==> config.mk <==
export PLATFORM = sky130hd
export DESIGN_NAME = sdram_init_seq
export DESIGN_NICKNAME = d
export VERILOG_FILES = /design/src/rtl/sdram_init_pkg.sv /design/src/rtl/sdram_init_ctrl.sv /design/src/rtl/sdram_init_dp.sv /design/src/rtl/sdram_init_seq.sv
export SDC_FILE = /design/constraint.sdc
export NUM_CORES = 1
export LEC_CHECK = 0
export ABC_AREA = 0
export BUFFER_PORTS_ARGS = -buffer_cell sky130_fd_sc_hd__buf_2
export CAP_MARGIN = 5
export CORE_ASPECT_RATIO = 0.9
export CORE_UTILIZATION = 55
export CTS_BUF_LIST = sky130_fd_sc_hd__clkbuf_2 sky130_fd_sc_hd__clkbuf_4 sky130_fd_sc_hd__clkbuf_8
export DETAILED_ROUTE_END_ITERATION = 7
export GPL_TIMING_DRIVEN = 0
export MAX_ROUTING_LAYER = met4
export PLACE_DENSITY = 0.77
export SETUP_SLACK_MARGIN = 0.05
export SKIP_CTS_REPAIR_TIMING = 1
export SLEW_MARGIN = 10
export SYNTH_ARGS = -nofsm -noshare
export SYNTH_HDL_FRONTEND = slang
export SYNTH_HIERARCHICAL = 1
export SYNTH_SLANG_ARGS = --single-unit
==> constraint.sdc <==
create_clock -name clk -period 2.63 [get_ports clk]
set_input_delay 0.263 -clock clk [delete_from_list [all_inputs] [get_ports clk]]
set_output_delay 0.263 -clock clk [all_outputs]
set_load 0.02 [all_outputs]
==> src/rtl/sdram_init_pkg.sv <==
package sdram_init_pkg;

  localparam int ADDR_W      = 12;
  localparam int PRE_ALL_BIT = 10;
  localparam int EXT_SEL_BIT = 11;

  // {csN, rasN, casN, weN}
  typedef enum logic [3:0] {
    CMD_NOP  = 4'b0111,
    CMD_PRE  = 4'b0010,
    CMD_REF  = 4'b0001,
    CMD_MODE = 4'b0000
  } cmdCode_t;

  typedef struct packed {
    logic doPre;
    logic doRef;
    logic doMode;
    logic doExt;
    logic doReady;
  } seqStrobe_t;

endpackage

==> src/rtl/sdram_init_ctrl.sv <==
module sdram_init_ctrl
  import sdram_init_pkg::*;
#(
  parameter int PWRUP_CYC = 25000,
  parameter int TRP_CYC   = 3,
  parameter int TRFC_CYC  = 20,
  parameter int TMRD_CYC  = 2,
  parameter int NUM_REF   = 2
) (
  input  logic       clk,
  input  logic       rst,
  output seqStrobe_t strobe
);

  localparam int MAX_A    = (PWRUP_CYC > TRP_CYC) ? PWRUP_CYC : TRP_CYC;
  localparam int MAX_B    = (TRFC_CYC > TMRD_CYC) ? TRFC_CYC : TMRD_CYC;
  localparam int MAX_WAIT = (MAX_A > MAX_B) ? MAX_A : MAX_B;
  localparam int CNT_W    = $clog2(MAX_WAIT + 1);
  localparam int REF_W    = $clog2(NUM_REF + 1);

  typedef enum logic [2:0] {
    ST_PWR, ST_PRE_W, ST_REF_W, ST_MODE_W, ST_EXT_W, ST_DONE
  } seqState_t;

  seqState_t        state;
  logic [CNT_W-1:0] cnt;
  logic [REF_W-1:0] refLeft;
  logic             cntZero;

  assign cntZero = (cnt == '0);

  always_comb begin
    strobe = '0;
    if (cntZero) begin
      unique case (state)
        ST_PWR:    strobe.doPre   = 1'b1;
        ST_PRE_W:  strobe.doRef   = 1'b1;
        ST_REF_W:  if (refLeft != '0) strobe.doRef = 1'b1;
                   else               strobe.doMode = 1'b1;
        ST_MODE_W: strobe.doExt   = 1'b1;
        ST_EXT_W:  strobe.doReady = 1'b1;
        default:   strobe = '0;
      endcase
    end
  end

  always_ff @(posedge clk) begin
    if (rst) begin
      state   <= ST_PWR;
      cnt     <= CNT_W'(PWRUP_CYC);
      refLeft <= REF_W'(NUM_REF);
    end else if (strobe.doPre) begin
      state <= ST_PRE_W;
      cnt   <= CNT_W'(TRP_CYC - 1);
    end else if (strobe.doRef) begin
      state   <= ST_REF_W;
      cnt     <= CNT_W'(TRFC_CYC - 1);
      refLeft <= refLeft - 1'b1;
    end else if (strobe.doMode) begin
      state <= ST_MODE_W;
      cnt   <= CNT_W'(TMRD_CYC - 1);
    end else if (strobe.doExt) begin
      state <= ST_EXT_W;
      cnt   <= CNT_W'(TMRD_CYC - 1);
    end else if (strobe.doReady) begin
      state <= ST_DONE;
    end else if (!cntZero) begin
      cnt <= cnt - 1'b1;
    end
  end


  one_step_chk: assert property (@(posedge clk) disable iff (rst)
    $onehot0({strobe.doPre, strobe.doRef, strobe.doMode, strobe.doExt, strobe.doReady}));


  mode_after_refs_chk: assert property (@(posedge clk) disable iff (rst)
    strobe.doMode |-> (refLeft == '0 && $past(state) == ST_REF_W));


  pwr_wait_quiet_chk: assert property (@(posedge clk) disable iff (rst)
    (state == ST_PWR && !cntZero) |=> (strobe == '0 || state == ST_PWR));

endmodule

==> src/rtl/sdram_init_dp.sv <==
module sdram_init_dp
  import sdram_init_pkg::*;
#(
  parameter logic [2:0] BURST_LEN  = 3'b011,
  parameter logic       BURST_TYPE = 1'b1,
  parameter logic [2:0] CAS_LAT    = 3'b010,
  parameter logic [1:0] OP_MODE    = 2'b00,
  parameter logic       WR_BURST   = 1'b1,
  parameter logic [2:0] EXT_PASR   = 3'b101,
  parameter logic [1:0] EXT_TEMP   = 2'b10,
  parameter logic [1:0] EXT_DRIVE  = 2'b01
) (
  input  logic              clk,
  input  logic              rst,
  input  seqStrobe_t        strobe,
  output logic              cke,
  output cmdCode_t          cmdQ,
  output logic [ADDR_W-1:0] addrQ,
  output logic              ready
);

  localparam logic [ADDR_W-1:0] MODE_WORD =
    {2'b00, WR_BURST, OP_MODE, CAS_LAT, BURST_TYPE, BURST_LEN};
  localparam logic [ADDR_W-1:0] EXT_WORD =
    {1'b1, 4'b0000, EXT_DRIVE, EXT_TEMP, EXT_PASR};
  localparam logic [ADDR_W-1:0] PRE_WORD = ADDR_W'(1) << PRE_ALL_BIT;

  always_ff @(posedge clk) begin
    if (rst) begin
      cke   <= 1'b1;
      cmdQ  <= CMD_NOP;
      addrQ <= '0;
      ready <= 1'b0;
    end else begin
      cke   <= 1'b1;
      cmdQ  <= CMD_NOP;
      addrQ <= '0;
      if (strobe.doPre) begin
        cmdQ  <= CMD_PRE;
        addrQ <= PRE_WORD;
      end else if (strobe.doRef) begin
        cmdQ  <= CMD_REF;
      end else if (strobe.doMode) begin
        cmdQ  <= CMD_MODE;
        addrQ <= MODE_WORD;
      end else if (strobe.doExt) begin
        cmdQ  <= CMD_MODE;
        addrQ <= EXT_WORD;
      end else if (strobe.doReady) begin
        ready <= 1'b1;
      end
    end
  end


  ready_sticky_chk: assert property (@(posedge clk) disable iff (rst)
    ready |=> (ready && cmdQ == CMD_NOP));


  mode_word_chk: assert property (@(posedge clk) disable iff (rst)
    strobe.doMode |=> (cmdQ == CMD_MODE && addrQ[EXT_SEL_BIT] == 1'b0 && addrQ[10] == 1'b0));


  ext_reserved_chk: assert property (@(posedge clk) disable iff (rst)
    (cmdQ == CMD_MODE && addrQ[EXT_SEL_BIT]) |-> (addrQ[10:7] == 4'b0000));


  ready_after_ext_chk: assert property (@(posedge clk) disable iff (rst)
    $rose(ready) |-> $past(strobe.doReady));

endmodule

==> src/rtl/sdram_init_seq.sv <==
module sdram_init_seq
  import sdram_init_pkg::*;
#(
  parameter int         PWRUP_CYC  = 25000,
  parameter int         TRP_CYC    = 3,
  parameter int         TRFC_CYC   = 20,
  parameter int         TMRD_CYC   = 2,
  parameter int         NUM_REF    = 2,
  parameter logic [2:0] BURST_LEN  = 3'b011,
  parameter logic       BURST_TYPE = 1'b1,
  parameter logic [2:0] CAS_LAT    = 3'b010,
  parameter logic [1:0] OP_MODE    = 2'b00,
  parameter logic       WR_BURST   = 1'b1,
  parameter logic [2:0] EXT_PASR   = 3'b101,
  parameter logic [1:0] EXT_TEMP   = 2'b10,
  parameter logic [1:0] EXT_DRIVE  = 2'b01
) (
  input  logic        clk,
  input  logic        rst,
  output logic        cke,
  output logic        csN,
  output logic        rasN,
  output logic        casN,
  output logic        weN,
  output logic [11:0] addr,
  output logic        ready
);

  seqStrobe_t        strobe;
  cmdCode_t          cmdQ;
  logic [ADDR_W-1:0] addrQ;

  sdram_init_ctrl #(
    .PWRUP_CYC(PWRUP_CYC), .TRP_CYC(TRP_CYC), .TRFC_CYC(TRFC_CYC),
    .TMRD_CYC(TMRD_CYC), .NUM_REF(NUM_REF)
  ) ctrl (
    .clk(clk), .rst(rst), .strobe(strobe)
  );

  sdram_init_dp #(
    .BURST_LEN(BURST_LEN), .BURST_TYPE(BURST_TYPE), .CAS_LAT(CAS_LAT),
    .OP_MODE(OP_MODE), .WR_BURST(WR_BURST), .EXT_PASR(EXT_PASR),
    .EXT_TEMP(EXT_TEMP), .EXT_DRIVE(EXT_DRIVE)
  ) dp (
    .clk(clk), .rst(rst), .strobe(strobe), .cke(cke),
    .cmdQ(cmdQ), .addrQ(addrQ), .ready(ready)
  );

  assign {csN, rasN, casN, weN} = cmdQ;
  assign addr = addrQ;

endmodule

==> flow_summary_export.csv <==
group,metric,value,unit
synth,synth_ff_type,"sky130_fd_sc_hd__dfxtp_1",
routing,drtIter0Drc,40,
worst_setup_path,critical_path_peak_fanout,10,
synth,netlist_area_before_placement,1400,um^2
final_layout,final-seq-area,561,um^2
power_and_ir_drop,power.leakage,0.000594,uW
worst_setup_path,critical_path.slowest_cell,"sky130_fd_sc_hd__dfxtp_1",
worst_setup_path,start_kind,"flop",
run,count_of_max_cap_constraint_violations,0,
placed_design,dpl_wire_length,2030,um
worst_setup_path,critical_path_arrival,2.59,ns
placed_design,place.port_buffers,14,
global_route,grt_first_pass_wirelength,4620,um
worst_setup_path,cp-end-kind,"flop",
global_route,globalRoute.totalOverflow,0,
routing,firstDrtPassIters,4,
placed_design,placed_cells,202,
cts,cts_max_level,1,
global_route,global_route_met2_usage,41.2,%
final_layout,fin_cells,206,
timing,final_max_slew_viol_count,0,
synth,post_synth_main_area_contributors,"sky130_fd_sc_hd__dfxtp_1 40%, sky130_fd_sc_hd__buf_4 5.4%, sky130_fd_sc_hd__nor2_1 3.8%, sky130_fd_sc_hd__a21oi_1 3.2%, sky130_fd_sc_hd__nand2b_1 3.1%",
worst_setup_path,worstPathBufferInverterCount,2,
global_route,global_route_met1_usage,26.8,%
die,core_region_area,2280,um^2
cts,cts.root.buffer_cell,"sky130_fd_sc_hd__clkbuf_4",
synth,synth_async_sr_flop_share,0,%
synth,ys_ff_latch,28,
timing,finalHoldViolCount,0,
final_layout,final_net_count,184,
final_layout,layout.filler_cells,187,
synth,avgSynthCellArea,8.85,um^2
routing,remaining_drc_errors,0,
placed_design,globalplace.congestion,0.872,
synth,synth_cells,158,
timing,maxClockFrequency,0.424,GHz
timing,finalWorstSetupSlack,0.273,ns
timing,timing.final.setup_violations,0,
timing,finalWorstPathRequiredPeriod,2.36,ns
routing,ant_nets,0,
timing,tightestPinTransition,0.624,ns
die,die_height,49.8,um
worst_setup_path,cp_slowest_stage_delay,0.36,ns
power_and_ir_drop,power.density,453,nW/um^2
final_layout,num_antenna_cells,0,
synth,yosys_warnings,6,
routing,ratio_of_routed_vias_to_standard_cells,5.84,
placed_design,pre_cts_ws,-0.145,ns
status,outcome,"complete, no violations",
global_route,grt.total_usage,24.3,%
timing,fin_crit_sh,89.6,%
global_route,maximum_number_of_pins_on_one_net_before_global_route_repair,16,
cts,cts_buffer_depth,2,
synth,synth_largest_area_cell,"sky130_fd_sc_hd__dfxtp_1",
worst_setup_path,worst_ep_required_time,2.87,ns
synth,synth.most_common_cell,"sky130_fd_sc_hd__dfxtp_1",
cts,cts_tree,"yes",
synth,top_area_cell_type_share_of_the_netlist_area,40.1,%
worst_setup_path,cp_top_family,"simple AND/OR/NAND/NOR gates",
final_layout,layout-area-overhead-vs-synth,14.1,%
routing,avgRoutedWirePerCell,14.0,um
cts,cts.reportedPaths.clkPinSlew,0.14,ns
die,die_outline_area,2750,um^2
timing,grt_setup_unrepaired,"no",
die,die_width,55.1,um
final_layout,drive_gt1_share,22.3,%
timing,finalClockSkew,0.00669,ns
cts,insertion_delay,0.33,ns
final_layout,final_core_utilization,69.8,%
final_layout,final_cell_area,1590,um^2
timing,max-slew-margin-rel,58.4,%
global_route,global_route.peak_usage_layer,"met2",
cts,cts_made_buffers,3,
global_route,grt_antenna_before_repair,0,
global_route,groute.layer.met3.usage,6.79,%
die,num_rows,16,
worst_setup_path,crit_path_cell_trace,"inv_1 > ha_1 > nor4b_4 > nand4_1 > clkbuf_2 > nor4_4 > nor2_1 > and4bb_1",
worst_setup_path,criticalPathCategory,"flop to flop",
routing,routed_wl,2890,um
routing,routed-via-count,1203,
synth,synth_sequential_area_ratio,40.1,%
power_and_ir_drop,power,722,uW
global_route,first_global_vias,1078,
power_and_ir_drop,worst_supply_voltage_drop_on_vdd,0.000433,V
synth,ys_types,45,
cts,cts.sinks,28,
final_layout,multi_input_combinational_cell_area,761,um^2
min_path,type_of_the_most_critical_hold_path,"input port to flop",
synth,synth_top_cells_by_count,"28 x sky130_fd_sc_hd__dfxtp_1, 14 x sky130_fd_sc_hd__nor2_1, 10 x sky130_fd_sc_hd__buf_4",
die,initial_utilization,61.2,%
synth,synth_enable_flop_cells,0,
placed_design,post_place_cell_area,1510,um^2
die,i_o_pin_total,20,
==> path summary, 6_finish.rpt <==
check	startpoint	end	slack [ns]	cells after the start
worst min-delay path	rst	dp/addrQ[10]$_SDFF_PP0_	0.23	2
worst max-delay path	ctrl/cnt[0]$_SDFFE_PP0P_	dp/addrQ[4]$_SDFF_PP0_	0.27	8
worst min register to register	ctrl/cnt[14]$_SDFFE_PP1P_	ctrl/cnt[14]$_SDFFE_PP1P_	0.49	2
worst max register to register	ctrl/cnt[0]$_SDFFE_PP0P_	dp/addrQ[4]$_SDFF_PP0_	0.27	8
==> report_power, final <==
| group | switching, uW | total, uW | internal [uW] | leakage (uW) |
|---|---|---|---|---|
| Sequential | 15.8 | 451 | 435 | 0.000227 |
| Clock | 122 | 207 | 84.8 | 0.0000210 |
| Combinational | 33.7 | 63.9 | 30.2 | 0.000346 |
==> sequential cells by signal (all words and copies together), names as in the netlist <==
name	cells
ctrl/state	3
ctrl/cnt	15
ctrl/refLeft	2
dp/ready	1
dp/cmdQ	3
dp/addrQ	4
==> metrics by stage <==
step | hold slack [ns] | setup TNS [ns]
3_5_place_dp | 0.478 | -0.697
4_1_cts | 0.217 | -1.19
5_1_grt | 0.218 | 0
3_3_place_gp | 0.464 | -0.147
2_1_floorplan | 0.335 | 0
6_report | 0.226 | 0
==> layout by cell type, fill, tap and decap left out, drive strengths merged, types with 2 or more instances in the layout <==
master / netlist / routed
buf: 10 / 24
a211oi: 3 / 3
ha: 2 / 2
a211o: 3 / 3
or3: 5 / 5
nand2: 6 / 6
o31ai: 4 / 4
nor4b: 3 / 3
a21oi: 9 / 9
nand3: 3 / 3
nor2b: 2 / 2
clkbuf: 7 / 11
dfxtp: 28 / 28
nor2: 14 / 14
inv: 8 / 8
xnor2: 2 / 2
conb: 2 / 5
o21ai: 3 / 3
o21ba: 2 / 2
nor3: 7 / 7
nor4: 6 / 6
or4: 4 / 4
mux2i: 3 / 3
nand2b: 7 / 7
==> logic make-up (layout without fill, tap and decap cells) <==
logic type / count (synthesis) / after routing / share of synthesized area, %
AOI/OAI and AO/OA: 33 / 33 / 16.9
and+or+nand+nor: 62 / 62 / 27.0
DFF: 28 / 28 / 40.1
xor gates and xnor gates: 2 / 2 / 1.25
muxes: 4 / 4 / 2.95
adders and majority gates: 2 / 2 / 1.79
other: 2 / 5 / 0.537
buffers and inverters: 25 / 43 / 9.40
==> layout make-up <==
type / count / area share, %
Tap cell: 27 / 2.12
Multi-Input combinational cell: 108 / 47.7
Clock buffer: 4 / 2.28
Buffer: 17 / 6.44
Sequential cell: 28 / 35.2
Timing Repair Buffer: 14 / 4.40
Inverter: 8 / 1.88
==> routing by layer <==
metal | share of wire (%) | wire length (um)
met1 | 43 | 1230
met2 | 50 | 1450
met3 | 6.7 | 192
met4 | 0.31 | 9
met5 | 0 | 0
Power figures use the tool's default switching activity.
